$ cat config.mk
export PLATFORM = sky130hd
export DESIGN_NAME = pkt_xfer_engine
export DESIGN_NICKNAME = d
export VERILOG_FILES = /design/src/rtl/pkt_xfer_pkg.sv /design/src/rtl/pkt_xfer_poll.sv /design/src/rtl/pkt_xfer_hdr.sv /design/src/rtl/pkt_xfer_engine.sv
export SDC_FILE = /design/constraint.sdc
export NUM_CORES = 1
export LEC_CHECK = 0
export ABC_AREA = 1
export BUFFER_PORTS_ARGS = -buffer_cell sky130_fd_sc_hd__clkbuf_2
export CAP_MARGIN = 25
export CORE_ASPECT_RATIO = 2
export CORE_MARGIN = 2
export CORE_UTILIZATION = 50
export DETAILED_ROUTE_END_ITERATION = 12
export MAX_ROUTING_LAYER = met4
export PLACE_DENSITY_LB_ADDON = 0.1
export SLEW_MARGIN = 20
export SYNTH_ARGS = -nofsm -noshare
export SYNTH_HDL_FRONTEND = slang
export SYNTH_SLANG_ARGS = --single-unit
$ cat constraint.sdc
create_clock -name clk -period 3.5 [get_ports clk]
set_input_delay 0.175 -clock clk [delete_from_list [all_inputs] [get_ports clk]]
set_output_delay 0.175 -clock clk [all_outputs]
set_load 0.005 [all_outputs]
$ cat src/rtl/pkt_xfer_pkg.sv
package pkt_xfer_pkg;

    localparam int unsigned ST_OBF = 0;
    localparam int unsigned ST_IBF = 1;
    localparam int unsigned ST_F0  = 2;
    localparam int unsigned ST_RDY = 4;
    localparam int unsigned ST_IBR = 5;

    localparam logic [7:0] CODE_CANCEL = 8'h22;
    localparam logic [7:0] CODE_NORMAL = 8'h01;
    localparam logic [7:0] CODE_EOC    = 8'h03;

    localparam logic PORT_DATA = 1'b0;
    localparam logic PORT_CTRL = 1'b1;

    localparam int unsigned HDR_BYTES = 6;

    typedef enum logic [2:0] {
        ERR_NONE = 3'd0,
        ERR_BUSY = 3'd1,
        ERR_MODE = 3'd2,
        ERR_END  = 3'd3,
        ERR_SIZE = 3'd4
    } err_e;

    typedef enum logic [4:0] {
        S_IDLE, S_CANCEL,
        S_RDY_RD, S_RDY_EV, S_DRN_RD, S_DRN_EV,
        S_IBF_RD, S_IBF_EV, S_NORMAL, S_IBR_RD, S_IBR_EV,
        S_TXW_RD, S_TXW_EV, S_TXBYTE, S_EOC,
        S_CAP, S_F0A_RD, S_F0A_EV, S_MODE_RD, S_MODE_EV,
        S_OBF_RD, S_OBF_EV, S_DAT_RD, S_DAT_EV,
        S_F0B_RD, S_F0B_EV, S_END_RD, S_END_EV,
        S_SIZE, S_DONE
    } state_e;

endpackage

$ cat src/rtl/pkt_xfer_poll.sv
module pkt_xfer_poll #(
    parameter int unsigned RDY_TMO = 1000,
    parameter int unsigned GEN_TMO = 4000,
    parameter int unsigned TMO_W   = 13
) (
    input  logic clk,
    input  logic rst_n,
    input  logic active,
    input  logic restart,
    input  logic use_rdy,
    output logic expired
);
    localparam logic [TMO_W-1:0] RDY_LIM = TMO_W'(RDY_TMO);
    localparam logic [TMO_W-1:0] GEN_LIM = TMO_W'(GEN_TMO);

    logic [TMO_W-1:0] timer;
    logic [TMO_W-1:0] limit;

    assign limit   = use_rdy ? RDY_LIM : GEN_LIM;
    assign expired = (timer >= limit);

    always_ff @(posedge clk or negedge rst_n) begin
        if (!rst_n) begin
            timer <= '0;
        end else if (!active || restart) begin
            timer <= '0;
        end else if (timer != '1) begin
            timer <= timer + 1'b1;
        end
    end

    // an evaluation fails at the limit; a drain detour may add two more cycles
    p_timer_bound_r5: assert property (@(posedge clk) disable iff (!rst_n)
        active |-> (timer <= limit + TMO_W'(3)));

    p_timer_idle_r5: assert property (@(posedge clk) disable iff (!rst_n)
        !active |=> (timer == '0));

endmodule

$ cat src/rtl/pkt_xfer_hdr.sv
module pkt_xfer_hdr #(
    parameter int unsigned LEN_W = 8
) (
    input  logic             clk,
    input  logic             rst_n,
    input  logic             clr,
    input  logic             we,
    input  logic [LEN_W-1:0] idx,
    input  logic [7:0]       data,
    output logic [31:0]      size
);
    localparam logic [LEN_W-1:0] FIRST = LEN_W'(2);
    localparam logic [LEN_W-1:0] LAST  = LEN_W'(5);

    logic in_field;
    assign in_field = (idx >= FIRST) && (idx <= LAST);

    always_ff @(posedge clk or negedge rst_n) begin
        if (!rst_n) begin
            size <= '0;
        end else if (clr) begin
            size <= '0;
        end else if (we && in_field) begin
            size <= {size[23:0], data};
        end
    end

    // the byte at offset 5 lands in the least significant position
    p_hdr_lsb_r10: assert property (@(posedge clk) disable iff (!rst_n)
        (we && !clr && idx == LAST) |=> (size[7:0] == $past(data)));

    p_hdr_hold_r10: assert property (@(posedge clk) disable iff (!rst_n)
        (!we && !clr) |=> $stable(size));

endmodule

$ cat src/rtl/pkt_xfer_engine.sv
module pkt_xfer_engine
    import pkt_xfer_pkg::*;
#(
    parameter int unsigned LEN_W   = 8,
    parameter int unsigned RDY_TMO = 1000,
    parameter int unsigned GEN_TMO = 4000
) (
    input  logic             clk,
    input  logic             rst_n,
    input  logic             start,
    input  logic [LEN_W-1:0] tx_len,
    input  logic [LEN_W-1:0] rx_cap,
    output logic [LEN_W-1:0] tx_addr,
    input  logic [7:0]       tx_rdata,
    output logic             bus_en,
    output logic             bus_we,
    output logic             bus_addr,
    output logic [7:0]       bus_wdata,
    input  logic [7:0]       bus_rdata,
    output logic             rx_we,
    output logic [LEN_W-1:0] rx_addr,
    output logic [7:0]       rx_wdata,
    output logic             done,
    output logic [2:0]       err_code,
    output logic [31:0]      rx_size
);
    localparam int unsigned TMO_MAX = (RDY_TMO > GEN_TMO) ? RDY_TMO : GEN_TMO;
    localparam int unsigned TMO_W   = $clog2(TMO_MAX + 4) + 1;
    localparam logic [LEN_W-1:0] MIN_CAP = LEN_W'(HDR_BYTES);

    state_e state, nxt;

    logic [LEN_W-1:0] len_q, cap_q, tx_idx, rx_idx;
    err_e             err_q;
    logic [31:0]      size_q;

    logic  fail;
    err_e  fail_code;
    logic  adv;
    logic  tmo;
    logic  wait_act;
    logic  wait_rdy;
    logic  launch;
    logic [31:0] hdr_size;
    logic [LEN_W:0] rx_next;

    assign launch  = (state == S_IDLE) && start;
    assign rx_next = {1'b0, rx_idx} + 1'b1;

    always_comb begin
        wait_rdy = (state == S_RDY_RD) || (state == S_RDY_EV) ||
                   (state == S_DRN_RD) || (state == S_DRN_EV);
        wait_act = wait_rdy ||
                   (state == S_IBF_RD) || (state == S_IBF_EV) ||
                   (state == S_IBR_RD) || (state == S_IBR_EV) ||
                   (state == S_TXW_RD) || (state == S_TXW_EV) ||
                   (state == S_F0A_RD) || (state == S_F0A_EV) ||
                   (state == S_OBF_RD) || (state == S_OBF_EV) ||
                   (state == S_F0B_RD) || (state == S_F0B_EV);
    end

    pkt_xfer_poll #(
        .RDY_TMO (RDY_TMO),
        .GEN_TMO (GEN_TMO),
        .TMO_W   (TMO_W)
    ) u_poll (
        .clk     (clk),
        .rst_n   (rst_n),
        .active  (wait_act),
        .restart (adv),
        .use_rdy (wait_rdy),
        .expired (tmo)
    );

    pkt_xfer_hdr #(
        .LEN_W (LEN_W)
    ) u_hdr (
        .clk   (clk),
        .rst_n (rst_n),
        .clr   (launch),
        .we    (state == S_DAT_EV),
        .idx   (rx_idx),
        .data  (bus_rdata),
        .size  (hdr_size)
    );

    // State register
    always_ff @(posedge clk or negedge rst_n) begin
        if (!rst_n) begin
            state <= S_IDLE;
        end else begin
            state <= nxt;
        end
    end

    // Next state and failure decisions
    always_comb begin
        nxt       = state;
        fail      = 1'b0;
        fail_code = ERR_NONE;
        adv       = 1'b0;
        unique case (state)
            S_IDLE:   if (start) nxt = S_CANCEL;
            S_CANCEL: nxt = S_RDY_RD;
            S_RDY_RD: nxt = S_RDY_EV;
            S_RDY_EV: begin
                if (bus_rdata[ST_OBF]) begin
                    nxt = S_DRN_RD;
                end else if (bus_rdata[ST_RDY]) begin
                    adv = 1'b1;
                    nxt = S_IBF_RD;
                end else if (tmo) begin
                    fail = 1'b1; fail_code = ERR_BUSY;
                end else begin
                    nxt = S_RDY_RD;
                end
            end
            S_DRN_RD: nxt = S_DRN_EV;
            S_DRN_EV: begin
                if (bus_rdata[ST_RDY]) begin
                    adv = 1'b1;
                    nxt = S_IBF_RD;
                end else if (tmo) begin
                    fail = 1'b1; fail_code = ERR_BUSY;
                end else begin
                    nxt = S_RDY_RD;
                end
            end
            S_IBF_RD: nxt = S_IBF_EV;
            S_IBF_EV: begin
                if (!bus_rdata[ST_IBF]) begin
                    adv = 1'b1;
                    nxt = S_NORMAL;
                end else if (tmo) begin
                    fail = 1'b1; fail_code = ERR_BUSY;
                end else begin
                    nxt = S_IBF_RD;
                end
            end
            S_NORMAL: nxt = S_IBR_RD;
            S_IBR_RD: nxt = S_IBR_EV;
            S_IBR_EV: begin
                if (bus_rdata[ST_IBR]) begin
                    adv = 1'b1;
                    nxt = S_TXW_RD;
                end else if (tmo) begin
                    fail = 1'b1; fail_code = ERR_BUSY;
                end else begin
                    nxt = S_IBR_RD;
                end
            end
            S_TXW_RD: nxt = S_TXW_EV;
            S_TXW_EV: begin
                if (!bus_rdata[ST_IBF]) begin
                    adv = 1'b1;
                    nxt = (tx_idx < len_q) ? S_TXBYTE : S_EOC;
                end else if (tmo) begin
                    fail = 1'b1; fail_code = ERR_BUSY;
                end else begin
                    nxt = S_TXW_RD;
                end
            end
            S_TXBYTE: nxt = S_TXW_RD;
            S_EOC:    nxt = S_CAP;
            S_CAP: begin
                if (cap_q < MIN_CAP) begin
                    fail = 1'b1; fail_code = ERR_SIZE;
                end else begin
                    nxt = S_F0A_RD;
                end
            end
            S_F0A_RD: nxt = S_F0A_EV;
            S_F0A_EV: begin
                if (bus_rdata[ST_F0]) begin
                    adv = 1'b1;
                    nxt = S_MODE_RD;
                end else if (tmo) begin
                    fail = 1'b1; fail_code = ERR_BUSY;
                end else begin
                    nxt = S_F0A_RD;
                end
            end
            S_MODE_RD: nxt = S_MODE_EV;
            S_MODE_EV: begin
                if (bus_rdata == CODE_NORMAL) begin
                    nxt = S_OBF_RD;
                end else begin
                    fail = 1'b1; fail_code = ERR_MODE;
                end
            end
            S_OBF_RD: nxt = S_OBF_EV;
            S_OBF_EV: begin
                if (bus_rdata[ST_OBF]) begin
                    adv = 1'b1;
                    nxt = bus_rdata[ST_F0] ? S_END_RD : S_DAT_RD;
                end else if (tmo) begin
                    fail = 1'b1; fail_code = ERR_BUSY;
                end else begin
                    nxt = S_OBF_RD;
                end
            end
            S_DAT_RD: nxt = S_DAT_EV;
            S_DAT_EV: nxt = (rx_next < {1'b0, cap_q}) ? S_OBF_RD : S_F0B_RD;
            S_F0B_RD: nxt = S_F0B_EV;
            S_F0B_EV: begin
                if (bus_rdata[ST_F0]) begin
                    adv = 1'b1;
                    nxt = S_END_RD;
                end else if (tmo) begin
                    fail = 1'b1; fail_code = ERR_BUSY;
                end else begin
                    nxt = S_F0B_RD;
                end
            end
            S_END_RD: nxt = S_END_EV;
            S_END_EV: begin
                if (bus_rdata == CODE_EOC) begin
                    nxt = S_SIZE;
                end else begin
                    fail = 1'b1; fail_code = ERR_END;
                end
            end
            S_SIZE: begin
                if (hdr_size > 32'(cap_q)) begin
                    fail = 1'b1; fail_code = ERR_SIZE;
                end else begin
                    nxt = S_DONE;
                end
            end
            S_DONE:  nxt = S_IDLE;
            default: nxt = S_IDLE;
        endcase
        if (fail) nxt = S_DONE;
    end

    // Outputs
    always_comb begin
        bus_en    = 1'b0;
        bus_we    = 1'b0;
        bus_addr  = PORT_CTRL;
        bus_wdata = 8'h00;
        rx_we     = 1'b0;
        done      = 1'b0;
        unique case (state)
            S_CANCEL: begin
                bus_en = 1'b1; bus_we = 1'b1; bus_wdata = CODE_CANCEL;
            end
            S_NORMAL: begin
                bus_en = 1'b1; bus_we = 1'b1; bus_wdata = CODE_NORMAL;
            end
            S_EOC: begin
                bus_en = 1'b1; bus_we = 1'b1; bus_wdata = CODE_EOC;
            end
            S_TXBYTE: begin
                bus_en = 1'b1; bus_we = 1'b1;
                bus_addr = PORT_DATA; bus_wdata = tx_rdata;
            end
            S_RDY_RD, S_IBF_RD, S_IBR_RD, S_TXW_RD,
            S_F0A_RD, S_OBF_RD, S_F0B_RD: begin
                bus_en = 1'b1;
            end
            S_DRN_RD, S_MODE_RD, S_DAT_RD, S_END_RD: begin
                bus_en = 1'b1; bus_addr = PORT_DATA;
            end
            S_DAT_EV: rx_we = 1'b1;
            S_DONE:   done  = 1'b1;
            default: ;
        endcase
    end

    assign tx_addr  = tx_idx;
    assign rx_addr  = rx_idx;
    assign rx_wdata = bus_rdata;
    assign err_code = err_q;
    assign rx_size  = size_q;

    // Datapath registers
    always_ff @(posedge clk or negedge rst_n) begin
        if (!rst_n) begin
            len_q  <= '0;
            cap_q  <= '0;
            tx_idx <= '0;
            rx_idx <= '0;
            err_q  <= ERR_NONE;
            size_q <= '0;
        end else begin
            if (launch) begin
                len_q  <= tx_len;
                cap_q  <= rx_cap;
                tx_idx <= '0;
                rx_idx <= '0;
                err_q  <= ERR_NONE;
                size_q <= '0;
            end
            if (state == S_TXBYTE) tx_idx <= tx_idx + 1'b1;
            if (state == S_DAT_EV) rx_idx <= rx_idx + 1'b1;
            if (fail) err_q <= fail_code;
            if (state == S_SIZE && !fail) size_q <= hdr_size;
        end
    end

    p_cancel_first_r1: assert property (@(posedge clk) disable iff (!rst_n)
        (state == S_IDLE && start) |=>
            (bus_en && bus_we && bus_addr == PORT_CTRL && bus_wdata == CODE_CANCEL));

    p_idle_quiet_r1: assert property (@(posedge clk) disable iff (!rst_n)
        (state == S_IDLE) |-> !bus_en);

    p_ctrl_codes_r3: assert property (@(posedge clk) disable iff (!rst_n)
        (bus_en && bus_we && bus_addr == PORT_CTRL) |->
            (bus_wdata == CODE_CANCEL || bus_wdata == CODE_NORMAL || bus_wdata == CODE_EOC));

    p_rx_bound_r8: assert property (@(posedge clk) disable iff (!rst_n)
        rx_we |-> (rx_addr < cap_q));

    p_ok_size_r10: assert property (@(posedge clk) disable iff (!rst_n)
        (done && err_code == ERR_NONE) |-> (rx_size <= 32'(cap_q)));

    p_done_pulse_r11: assert property (@(posedge clk) disable iff (!rst_n)
        done |=> !done);

    p_err_size_zero_r11: assert property (@(posedge clk) disable iff (!rst_n)
        (done && err_code != ERR_NONE) |-> (rx_size == 32'd0));

endmodule

== Word level (Yosys, flattened, before mapping) ==
Cells that the tools add are included.
Cells by class
  add/sub/neg operators: 4
  multiply operators: 0
  div/mod/pow operators: 0
  order comparisons: 7
  eq/ne operators: 43
  shifts and indexed selects: 0
  mux-type cells: 74
  bitwise operators: 0
  reductions and logical operators: 35
Operators with widths (count)
  5-bit one-hot mux with 29 select lines: 1
  32-bit two-way mux: 4
  5-bit two-way mux: 21
  5-bit equality test (second input constant): 14
  5-bit by 4-bit equality test with 1-bit output (second input constant): 8
  32-bit by 8-bit greater-than comparator with 1-bit output: 1
  8-bit one-hot mux with 4 select lines: 1
  3-bit one-hot mux with 10 select lines: 1
  1-bit two-way mux: 27
  13-bit two-way mux: 2
  8-bit two-way mux: 3
  4-bit inequality test (second input constant): 6
  5-bit by 3-bit equality test with 1-bit output (second input constant): 4
  3-bit two-way mux: 6
  8-bit by 1-bit adder with 8-bit output (second input constant): 2
  1-bit logical OR: 16
  3-bit inequality test (second input constant): 5
  15-bit OR reduction: 1
  13-bit by 1-bit adder with 13-bit output (second input constant): 1
  13-bit greater-or-equal comparator: 1
  13-bit inequality test (second input constant): 1
  12-bit two-way mux: 1
  2-bit nonzero test: 6
  11-bit AND reduction: 1
  other kinds (20): 29
Word-level totals
  register bits: 117
  latch bits: 0
  bits in writable memories: 0
  ROM bits: 0
  bits of input ports: 35
  output and inout port bits: 72
  logic and storage cells: 172
  memories: 0

== Depth between registers and ports, before layout ==
Gate-level depths: netlist (run 1).
  depth after elaboration: 19
  gate-level depth with buffers: 21
  gate-level depth less buffers: 19

== By module ==
A second synthesis (run 1) with hierarchy kept.
Second synthesis, totals
  cells, all modules: 892
  area, all modules: 7095.6 um^2
Modules (own cells, without submodules)
  pkt_xfer_engine: instances 1, cells each 580, area each 4536.9 um^2, sequential area each 1801.7 um^2
  pkt_xfer_hdr: instances 1, cells each 184, area each 1617.8 um^2, sequential area each 800.8 um^2
  pkt_xfer_poll: instances 1, cells each 128, area each 940.9 um^2, sequential area each 325.3 um^2

== Least setup slack after synthesis (run 1) ==
OpenSTA, ideal clock, no wires.
  kind: reg-to-reg
  from: reg state[1]
  to: reg size_q[11], in the netlist rx_size[11]
  setup time: 0.113 ns
  arrival time: 2.442 ns
  required time: 3.387 ns
  setup slack: 0.944 ns
  cell stages (with the launch flop): 17
  buffers on the path: 1
  period minus slack after synthesis: 2.556 ns
  cell sequence: dfrtp_1 nor2_2 nand3_1 nand2_2 nor2_2 inv_1 ha_1 a211o_1 inv_1 nand2_4 nand2_2 nand3_4 nor2_8 nand2_8 nand2_4 buf_12 nor2_2
On the way
  word-level cells in the longest chain between the ends: 13
  elaborated cells on any way between the ends: 35
  those cells by class: order compare: 1; eq/ne: 14; mux: 10; reduce/logical: 10
Ends and longest elaborated chain
  start: declaration: line pkt_xfer_engine.sv:31  | state_e state, nxt;
  start signal: assignment: line pkt_xfer_engine.sv:92  | state <= nxt;
  5-bit by 2-bit equality test with 1-bit output (on tied branches): line pkt_xfer_engine.sv:51, pkt_xfer_engine.sv:102
  1-bit logical OR (2 in a row): line pkt_xfer_engine.sv:51  | wait_rdy = (state == S_RDY_RD) || (state == S_RDY_EV) ||
  1-bit logical OR: line pkt_xfer_engine.sv:52  | (state == S_DRN_RD) || (state == S_DRN_EV);
  12-bit two-way mux: line pkt_xfer_poll.sv:19  | assign limit = use_rdy ? RDY_LIM : GEN_LIM;
  13-bit greater-or-equal comparator: line pkt_xfer_poll.sv:20  | assign expired = (timer >= limit);
  1-bit two-way mux
  1-bit two-way mux: line pkt_xfer_engine.sv:120  | if (bus_rdata[ST_RDY]) begin
  1-bit two-way mux: line pkt_xfer_engine.sv:107  | if (bus_rdata[ST_OBF]) begin
  1-bit one-hot mux with 10 select lines: line pkt_xfer_engine.sv:102  | unique case (state)
  1-bit zero test: line pkt_xfer_engine.sv:298  | if (state == S_SIZE && !fail) size_q <= hdr_size;
  1-bit logical AND: line pkt_xfer_engine.sv:298
  32-bit two-way mux / 2-bit nonzero test (equally long branches)
  end signal: assignment: line pkt_xfer_engine.sv:298
  end: declaration: line pkt_xfer_engine.sv:35  | logic [31:0] size_q;
Several ways; a longest one is shown, not always the timed one.
A chain may end at the register's enable or synchronous reset.

== Worst setup path after layout (run 1) ==
  from: reg state[1]
  to: reg size_q[27], in the netlist rx_size[27]
Same word-level chain as after synthesis.

==> reports/summary.txt, run 1 <==
final setup vio count = 0
Peak VDD IR = 0.000526 V
Die X = 83.7 um
first-pass detailed-route iteration total = 5
die height = 163 um
Vias = 5,816
Yosys top cell by area = dfrtp_1
initial antenna violation count = 0
Data required, critical path = 3.78 ns
fin. max-slew vios = 0
worst slew pin tran = 0.901 ns
Crit path arrival time = 3.36 ns
Synth Area per Inst = 8.15 um2
clk buf depth = 2
largest net degree at the start of global routing = 71
RSZ-0062 raised after global routing = false
vias in the first global route = 5,900
r2r startpoint = state[1]$_DFFE_PN0P_
f_max = 325 MHz
CTS H-tree lvls = 4
WHS Path Cells = 3
top post-synthesis cells by count = nand2_1 (134), inv_1 (131), dfrtp_1 (117), nor2_1 (71), nand3_1 (56)
total CTS buffers = 17
most frequent cell after synthesis = nand2_1
core footprint = 12,500 um2
Hold Path Sink = cap_q[3]$_DFFE_PN0P_
Starting Density = 50.9%
Detailed Place HPWL = 13.5 mm
sequential share of the synthesized area = 46.1%
Die ar. = 13,700 um2
Post-synth EDFFs = 0
share of flip-flops with an asynchronous set or reset = 100%
TNS Setup = 0 ns
Crit-path slowest cell = dfrtp_1
vias per inst = 5.49
DR WL/cell = 16.9 um
postcts setup bufs = 0
Largest delay share family, worst path = simple AND/OR/NAND/NOR gates
CP Launch Type = flop
r2r setup slk = 0.42 ns
Final Hold Viols = 0
Tcrit/Tclk final = 88.0%
FF-to-FF End = rx_size[27]$_DFFE_PN0P_
worst setup path class = reg2reg
Ports = 107
Initial DRC Count = 271
P_leak = 4.01 nW
Max-Cap Viols = 0
ranking of synthesized cells by area = dfrtp_1 (46%), nand2_1 (7.9%), inv_1 (7.7%)
Cell Pwr Density = 774 nW/um2
first-pass GRT wire length = 29.3 mm
# port buffers = 106
Syn Nets = 846
flops & latches, synth = 117
yosys warns = 0
residual DRC count = 0
Clk pin slew, worst setup/hold paths = 0.06 ns
post-layout min period = 3.08 ns
Worst Skew = 0.0122 ns
CP bufs+invs = 2
Cells after Synth = 779
clk sinks = 117
crit-path max FO = 24
worst r2r path cells = 15
Critical Path End Type = flop
share of the synthesized area in the top cell type = 46.1%
Synth cell types = 47
share of post-route cells with drive strength above 1 = 19.7%
CP peak stage delay = 0.47 ns
n_diodes = 0
Synth Cell Area = 6350 um2
crit path cell chain = nor2_2, nand3_1, nand2_2, nor2_2, inv_1, ha_1, a211o_1, inv_1, nand2_4, nand2_2, nand3_4, nor2_8, nand2_8, nand2_4, nor2_1
Placed Area = 6960 um2
ys flop type = dfrtp_1
gr ovfl total = 0
layout net count = 964
Final Cell Area = 7700 um2
Slew headroom = 39.9%
HP Start = rx_cap[3]
final WL = 17.9 mm
row cnt = 58
HP Class = in2reg
Root Buffer = clkbuf_16
remaining antenna violation count after routing = 0
outcome = completed
GP Congestion = 0.987
GRT Total Usage = 28.2%
Skew-Pair Late Insertion Delay = 0.42 ns
TritonCTS clock tree = done
area grow syn2layout = 21.3%
-- worst reg2reg max path, delay by kind of cell, from the launching register on --
kind	cells	cell delay [ns]
fa+ha+maj	1	0.26
flops	1	0.47
compound gates	1	0.29
buf+inv	2	0.20
simple gates	11	1.73
-- state kept, by name, indices dropped and copies added, names as in the netlist --
name / count
rx_addr: 8
u_hdr.size: 32
err_code: 3
tx_addr: 8
rx_size: 32
u_poll.timer: 13
len_q: 8
cap_q: 8
state: 5
-- metrics by stage --
step           std cells  hold slack [ns]  utilization, %  power, mW  setup WS, ns
3_5_place_dp        1013            0.357            55.8       4.19         0.450
3_3_place_gp        1013            0.357            55.8       4.14         0.523
2_1_floorplan        779           -0.121               -       3.43         0.944
5_1_grt             1060           0.0194            61.7       6.39         0.185
6_report            1060          0.00850            61.7       5.96         0.421
4_1_cts             1060         0.000371            61.7       5.96         0.436
-- per-layer routing --
metal  share of wire [%]  global-route usage, %  wire, um  vias up
met3                 4.2                   4.50       747       56
li1                    -                      -         -     2787
met5                   0                      -         0        -
met1                  37                   29.6      6560     2765
met4                 4.8                   15.0       869        0
met2                  54                   50.4      9770      208
-- what timing repair did --
item | 4_1_cts | 5_1_grt
hold endpoints to repair | 83 | 0
resized for setup | 0 | 0
endpoints found under the setup margin | 0 | 0
hold buffers | 15 | 0
-- placed cells by master, fill, tap and decap left out, drive strengths merged, types with 3 or more instances in the layout --
| cell | count |
|---|---|
| a21oi | 26 |
| a31oi | 4 |
| buf | 8 |
| clkbuf | 122 |
| clkinv | 6 |
| dfrtp | 117 |
| dlygate4sd3 | 15 |
| ha | 32 |
| inv | 141 |
| nand2 | 143 |
| nand3 | 58 |
| nand4 | 17 |
| nor2 | 90 |
| nor3 | 21 |
| nor3b | 4 |
| nor4 | 7 |
| o211ai | 3 |
| o21a | 3 |
| o21ai | 39 |
| o22ai | 28 |
| xor2 | 5 |
-- final cells by class --
cell class,count,area (um2)
clock buffer,17,425
clock inverter,15,168
fill,1092,4780
inverter,136,510
multi-input combinational,497,2740
sequential,117,2930
tap,150,188
timing repair buffer,128,748
-- power by group --
part           internal [mW]  switching, mW
Clock                   1.06          0.684
Combinational          0.789           1.48
Sequential              1.69          0.257
Total                   3.54           2.42
-- cell families after synthesis --
family	synth area share, %
compound gates	10.8
xor+xnor	0.827
fa+ha+maj	6.30
buf+inv	10.8
flops	46.1
simple gates	25.1
-- worst max path at each step --
stage	startpoint	endpoint	slack [ns]	cells after the start
6_report	state[1]$_DFFE_PN0P_	rx_size[27]$_DFFE_PN0P_	0.42	15
5_1_grt	state[1]$_DFFE_PN0P_	rx_size[27]$_DFFE_PN0P_	0.19	15
4_1_cts	state[1]$_DFFE_PN0P_	rx_size[27]$_DFFE_PN0P_	0.44	15
3_5_place_dp	state[1]$_DFFE_PN0P_	rx_size[24]$_DFFE_PN0P_	0.45	15
3_3_place_gp	state[1]$_DFFE_PN0P_	rx_size[21]$_DFFE_PN0P_	0.52	15
2_1_floorplan	state[1]$_DFFE_PN0P_	rx_size[11]$_DFFE_PN0P_	0.94	16
(Power assumes the default switching activity.)
==> run 2: changes to the inputs <==
--- a/config.mk
+++ b/config.mk
@@ -5,7 +5,6 @@
 export SDC_FILE = /design/constraint.sdc
 export NUM_CORES = 1
 export LEC_CHECK = 0
-export ABC_AREA = 1
 export BUFFER_PORTS_ARGS = -buffer_cell sky130_fd_sc_hd__clkbuf_2
 export CAP_MARGIN = 25
 export CORE_ASPECT_RATIO = 2
==> run 2 against run 1 <==
Compared with the run above: count of clock-buffer cells in the layout increased by 1; hold slack gained 0.018 ns; first-iteration DRC count increased by 11%; setup slack improved by 0.30 ns; clock skew decreased by 0.0034 ns; global-route usage down 0.92 points; critical endpoint is now state[2]$_DFFE_PN0P_.
==> reports/summary.txt, run 2 <==
r2r startpoint = state[2]$_DFFE_PN0P_
Cells after Synth = 704
leading cell type in the layout, fill and taps excluded = dfrtp_1
clk sinks = 117
yosys warns = 0
share of the synthesized area in the top cell type = 46.0%
total CTS buffers = 17
largest net degree at the start of global routing = 103
Top Registers = rx_size x32, u_hdr.size x32, u_poll.timer x13
GRT Total Usage = 27.3%
Die X = 83.8 um
Vias = 5,658
die height = 164 um
Starting Density = 51.0%
Data required, critical path = 3.80 ns
layout net count = 875
sequential share of the synthesized area = 46.0%
power share of the combinational group = 37.9%
CP Launch Type = flop
commonest non-fill, non-tap cells in the layout = dfrtp_1 (117), clkbuf_2 (105), nand2_1 (91)
P_leak = 3.88 nW
RSZ-0062 raised after global routing = false
Layout Utilization = 62.4%
residual DRC count = 0
Yosys top cell by area = dfrtp_1
TritonCTS clock tree = done
Hold Path Sink = u_hdr.size[7]$_DFFE_PN0P_
f_max = 359 MHz
total power = 6.59 mW
GP Congestion = 0.940
clock share of power = 29.2%
postcts setup bufs = 0
post-cts resize count = 0
outcome = completed
CTS H-tree lvls = 4
row cnt = 58
Final Hold Viols = 0
Initial DRC Count = 300
area of the multi-input gates = 3090 um2
r2r setup slk = 0.72 ns
crit-path max FO = 5
initial antenna violation count = 0
n_diodes = 0
DR WL/cell = 17.9 um
worst r2r path cells = 9
hold_buf cts = 17
vias in the first global route = 5,760
Storage cell area = 2930 um2
core footprint = 12,500 um2
Max-Cap Viols = 0
Root Buffer = clkbuf_16
fin. max-slew vios = 0
Slew headroom = 52.2%
FF-to-FF End = state[2]$_DFFE_PN0P_
post-layout min period = 2.78 ns
DR WL met3 = 524 um
worst setup path class = reg2reg
highest metal used = met4
first-pass detailed-route iteration total = 5
clk buf depth = 2
routed wl met2 = 9.70 mm
Peak VDD IR = 0.000590 V
worst slew pin tran = 0.715 ns
Detailed Place HPWL = 12.8 mm
Inst Count DP = 922
flops & latches, synth = 117
Synth cell types = 58
HP Class = in2reg
Clk pin slew, worst setup/hold paths = 0.05 ns
Synth Cell Area = 6370 um2
share of post-route cells with drive strength above 1 = 20.0%
TNS Setup = 0 ns
HP Start = bus_rdata[7]
gr ovfl total = 0
switching share of power = 38.8%
Worst Skew = 0.00876 ns
Ports = 107
final WL = 17.4 mm
Layout fillers = 1,078
area grow syn2layout = 22.3%
Cell Count, Final, Fillers Out = 971
Synth Area per Inst = 9.04 um2
NetSw = 2.56 mW
remaining antenna violation count after routing = 0
Post-synth EDFFs = 0
vias per inst = 5.83
final setup vio count = 0
Syn Nets = 771
Skew-Pair Late Insertion Delay = 0.42 ns
WL met1 = 6.49 mm
most frequent cell after synthesis = dfrtp_1
share of flip-flops with an asynchronous set or reset = 100%
Tcrit/Tclk final = 79.5%
ranking of synthesized cells by area = dfrtp_1 (46%), ha_1 (6.3%), nand2_1 (5.4%)
first-pass GRT wire length = 28.6 mm
Crit path arrival time = 3.08 ns
Critical Path End Type = flop
internal power = 4.04 mW
ys flop type = dfrtp_1
top post-synthesis cells by count = dfrtp_1 (117), nand2_1 (91), o21ai_0 (55), nand3_1 (54), nor2_1 (50)
Die ar. = 13,700 um2
WHS Path Cells = 3
sequential share of power = 33.0%
Cell Pwr Density = 847 nW/um2
# port buffers = 106
[run 2: cell count changes in the layout (fill, tap and decap cells not counted), sizes merged, moves of 9 or more]
cell,before,now
o21ai,39,55
o31ai,1,14
nand2,143,91
and3,0,33
a31o,0,10
nor2,90,50
nand2b,0,9
nor3,21,7
o22ai,28,1
inv,141,38
and2,0,11
[run 2: critical path: stages, from the launching register on]
cell	delay, ns
dfrtp_1	0.40
xnor2_1	0.14
nor3_2	0.32
ha_1	0.30
and3b_1	0.16
o21ai_0	0.25
a21oi_1	0.20
o32ai_2	0.44
nand3b_1	0.21
a31o_2	0.25
[run 2: routing by layer]
layer	track usage, %	vias to the layer above
met4	12.5	0
met2	50.2	158
met1	28.2	2780
li1	-	2678
met3	4.45	42
met5	-	-
[run 2: layout make-up]
type	count	share of cell area, %
Inverter	35	1.69
Clock buffer	18	5.51
Tap cell	150	2.41
Multi-Input combinational cell	503	39.7
Timing Repair Buffer	134	10.3
Clock inverter	14	2.86
Sequential cell	117	37.6
[run 2: power groups by stage]
stage | clock network, mW | registers, mW | logic, mW
floorplan | 0 | 2.04 | 1.77
global placement | 0 | 2.18 | 2.39
detailed placement | 0 | 2.19 | 2.49
CTS | 1.95 | 2.17 | 2.51
global route | 2.02 | 2.23 | 2.82
finish | 1.92 | 2.17 | 2.50
[run 2: cell families after synthesis]
kind of cell	after synthesis	share of synthesized area [%]
AND/OR/NAND/NOR	300	23.5
AO/OA/AOI/OAI	151	15.9
flip-flops	117	46.0
buffers and inverters	84	5.60
adder cells (fa/ha/maj)	32	6.29
XOR/XNOR	20	2.75
[run 2: per-stage QoR]
stage          area (um2)  worst slack [ns]  hold WS (ns)
6_report             7780             0.717        0.0260
5_1_grt              7780             0.468        0.0417
4_1_cts              7780             0.718        0.0119
3_5_place_dp         6960             0.744        0.0536
3_3_place_gp         6960             0.837        0.0460
2_1_floorplan        6370             0.932        -0.121
[run 2: worst max-delay path by stage]
| stage | startpoint | endpoint | slack, ns | cells after the start |
|---|---|---|---|---|
| 3_5_place_dp | state[2]$_DFFE_PN0P_ | state[2]$_DFFE_PN0P_ | 0.74 | 9 |
| 4_1_cts | state[1]$_DFFE_PN0P_ | state[2]$_DFFE_PN0P_ | 0.72 | 9 |
| 6_report | state[2]$_DFFE_PN0P_ | state[2]$_DFFE_PN0P_ | 0.72 | 9 |
| 3_3_place_gp | state[1]$_DFFE_PN0P_ | state[2]$_DFFE_PN0P_ | 0.84 | 9 |
| 5_1_grt | state[2]$_DFFE_PN0P_ | state[1]$_DFFE_PN0P_ | 0.47 | 9 |
| 2_1_floorplan | rx_addr[2]$_DFFE_PN0P_ | state[2]$_DFFE_PN0P_ | 0.93 | 11 |
==> run 3: changes to the inputs <==
--- a/config.mk
+++ b/config.mk
@@ -5,6 +5,7 @@
 export SDC_FILE = /design/constraint.sdc
 export NUM_CORES = 1
 export LEC_CHECK = 0
+export ABC_AREA = 1
 export BUFFER_PORTS_ARGS = -buffer_cell sky130_fd_sc_hd__clkbuf_2
 export CAP_MARGIN = 25
 export CORE_ASPECT_RATIO = 2
==> constraint.sdc (replaced) <==
create_clock -name clk -period 2.7 [get_ports clk]
set_input_delay 0.135 -clock clk [delete_from_list [all_inputs] [get_ports clk]]
set_output_delay 0.135 -clock clk [all_outputs]
set_load 0.005 [all_outputs]
==> run 3 against run 2 <==
Compared with the run above: clock power increased by 12%; hold slack improved by 0.0092 ns; cell area increased by 2.9%; largest power group unchanged.
==> reports/summary.txt, run 3 (synthesized netlist as in run 1, its figures left out) <==
CTS H-tree lvls = 4
CP bufs+invs = 4
clk buf depth = 2
remaining antenna violation count after routing = 0
crit path cell chain = buf_4, nor2_4, nand3_2, nand2_2, nor2_2, inv_2, ha_1, a211o_1, inv_2, nand2_4, nand2_4, nand3_4, nor2_8, nand2_8, buf_6, nand3_1, nand2_1
residual DRC count = 0
r2r setup slk = 0.14 ns
Worst Skew = 0.00941 ns
Largest delay share family, worst path = simple AND/OR/NAND/NOR gates
fin worst setup slack = 0.139 ns
Peak VDD IR = 0.000580 V
fin. max-slew vios = 0
# port buffers = 106
DR WL/cell = 16.5 um
Ports = 107
Layout Utilization = 64.2%
TritonCTS clock tree = done
Layout fillers = 1,120
worst setup path class = reg2reg
Starting Density = 50.9%
largest net degree at the start of global routing = 52
share of post-route cells with drive strength above 1 = 23.4%
Final Cell Area = 8010 um2
row cnt = 58
Die X = 83.7 um
Die ar. = 13,700 um2
Initial DRC Count = 264
f_max = 391 MHz
first-pass GRT wire length = 29.2 mm
Crit-path slowest cell = dfrtp_1
Inst Count DP = 1,039
Critical Path End Type = flop
Detailed Place HPWL = 13.8 mm
gr ovfl total = 0
Max-Cap Viols = 0
TNS Setup = 0 ns
area of the multi-input gates = 2790 um2
area grow syn2layout = 26.1%
final setup vio count = 0
worst hold slack = 0.0353 ns
Storage cell area = 2930 um2
first-pass detailed-route iteration total = 5
FF-to-FF End = rx_size[2]$_DFFE_PN0P_
post-layout min period = 2.56 ns
initial antenna violation count = 0
clk sinks = 117
Final Hold Viols = 0
crit-path max FO = 8
Skew-Pair Late Insertion Delay = 0.41 ns
CP Launch Type = flop
total power = 7.89 mW
RSZ-0062 raised after global routing = true
final WL = 18.0 mm
Vias = 5,898
layout net count = 999
leading cell type in the layout, fill and taps excluded = nand2_1
Placed Area = 7160 um2
Cell Count, Final, Fillers Out = 1,095
vias per inst = 5.39
vias in the first global route = 6,111
n_diodes = 0
commonest non-fill, non-tap cells in the layout = nand2_1 (133), inv_1 (129), dfrtp_1 (115)
Cell Pwr Density = 985 nW/um2
Clk pin slew, worst setup/hold paths = 0.06 ns
CP startpoint = state[2]$_DFFE_PN0P_
total CTS buffers = 17
HP Class = in2reg
Slew headroom = 60.7%
P_leak = 4.18 nW
Top Registers = rx_size x32, u_hdr.size x32, u_poll.timer x13
CP peak stage delay = 0.39 ns
Crit path arrival time = 2.86 ns
r2r startpoint = state[2]$_DFFE_PN0P_
outcome = completed
die height = 163 um
worst slew pin tran = 0.590 ns
DP Worst Slack = -0.103 ns
GRT Total Usage = 28.1%
core footprint = 12,500 um2
Tcrit/Tclk final = 94.8%
CP endpoint = rx_size[2]$_DFFE_PN0P_
Levels on crit path = 17
worst r2r path cells = 17
Root Buffer = clkbuf_16
Data required, critical path = 3.00 ns
GP Congestion = 0.917
==> run 3: cell types whose count changed in the layout (fill, tap and decap cells not counted), sizes merged, moves of 14 or more <==
cell,change
inv,+101
nand2,+52
nor2,+40
and3,-33
buf,+28
o22ai,+27
o21ai,-16
nor3,+14
==> run 3: worst min-delay path by stage <==
stage                       startpoint                   endpoint  cells past startpoint
after floorplan                  rst_n       cap_q[0]$_DFFE_PN0P_                      0
after global placement           rst_n       len_q[3]$_DFFE_PN0P_                      1
after detailed placement         rst_n       len_q[2]$_DFFE_PN0P_                      1
after CTS                 bus_rdata[7]  u_hdr.size[7]$_DFFE_PN0P_                      3
after global routing      bus_rdata[7]  u_hdr.size[7]$_DFFE_PN0P_                      3
final                     bus_rdata[7]  u_hdr.size[7]$_DFFE_PN0P_                      3
==> run 3: cell type report <==
cell class,instances,share of cell area [%]
clock buffer,19,5.53
clock inverter,13,1.53
sequential,117,36.6
inverter,136,6.38
multi-input combinational,497,34.8
timing repair buffer,163,12.8
tap,150,2.34
==> run 3: where the power goes <==
| group | internal [mW] | switching (mW) | leakage [nW] | total [mW] |
|---|---|---|---|---|
| Combinational | 1.25 | 1.97 | 2.33 | 3.22 |
| Sequential | 2.19 | 0.318 | 1.58 | 2.51 |
| Clock | 1.30 | 0.859 | 0.267 | 2.16 |
==> run 3: per-layer routing <==
metal / GRT usage (%) / share of wire, %
met3: 3.89 / 3.8
met2: 51.7 / 56
met4: 15.8 / 4.3
met5: - / 0
met1: 28.0 / 36
==> run 3: what timing repair did <==
item | in CTS | in global routing
hold endpoints to repair | 62 | 0
pin swaps | 0 | 5
setup buffers | 0 | 6
cloned | 0 | 0
endpoints found under the setup margin | 34 | 40
hold buffers | 18 | 0
resized for setup | 3 | 14
==> run 3: worst register-to-register path, delay by kind of cell (launching register included) <==
family	cells	cell delay, ns
adders and majority gates	1	0.24
buffers and inverters	4	0.44
AOI/OAI and AO/OA	1	0.31
DFF	1	0.39
and+or+nand+nor	11	1.08
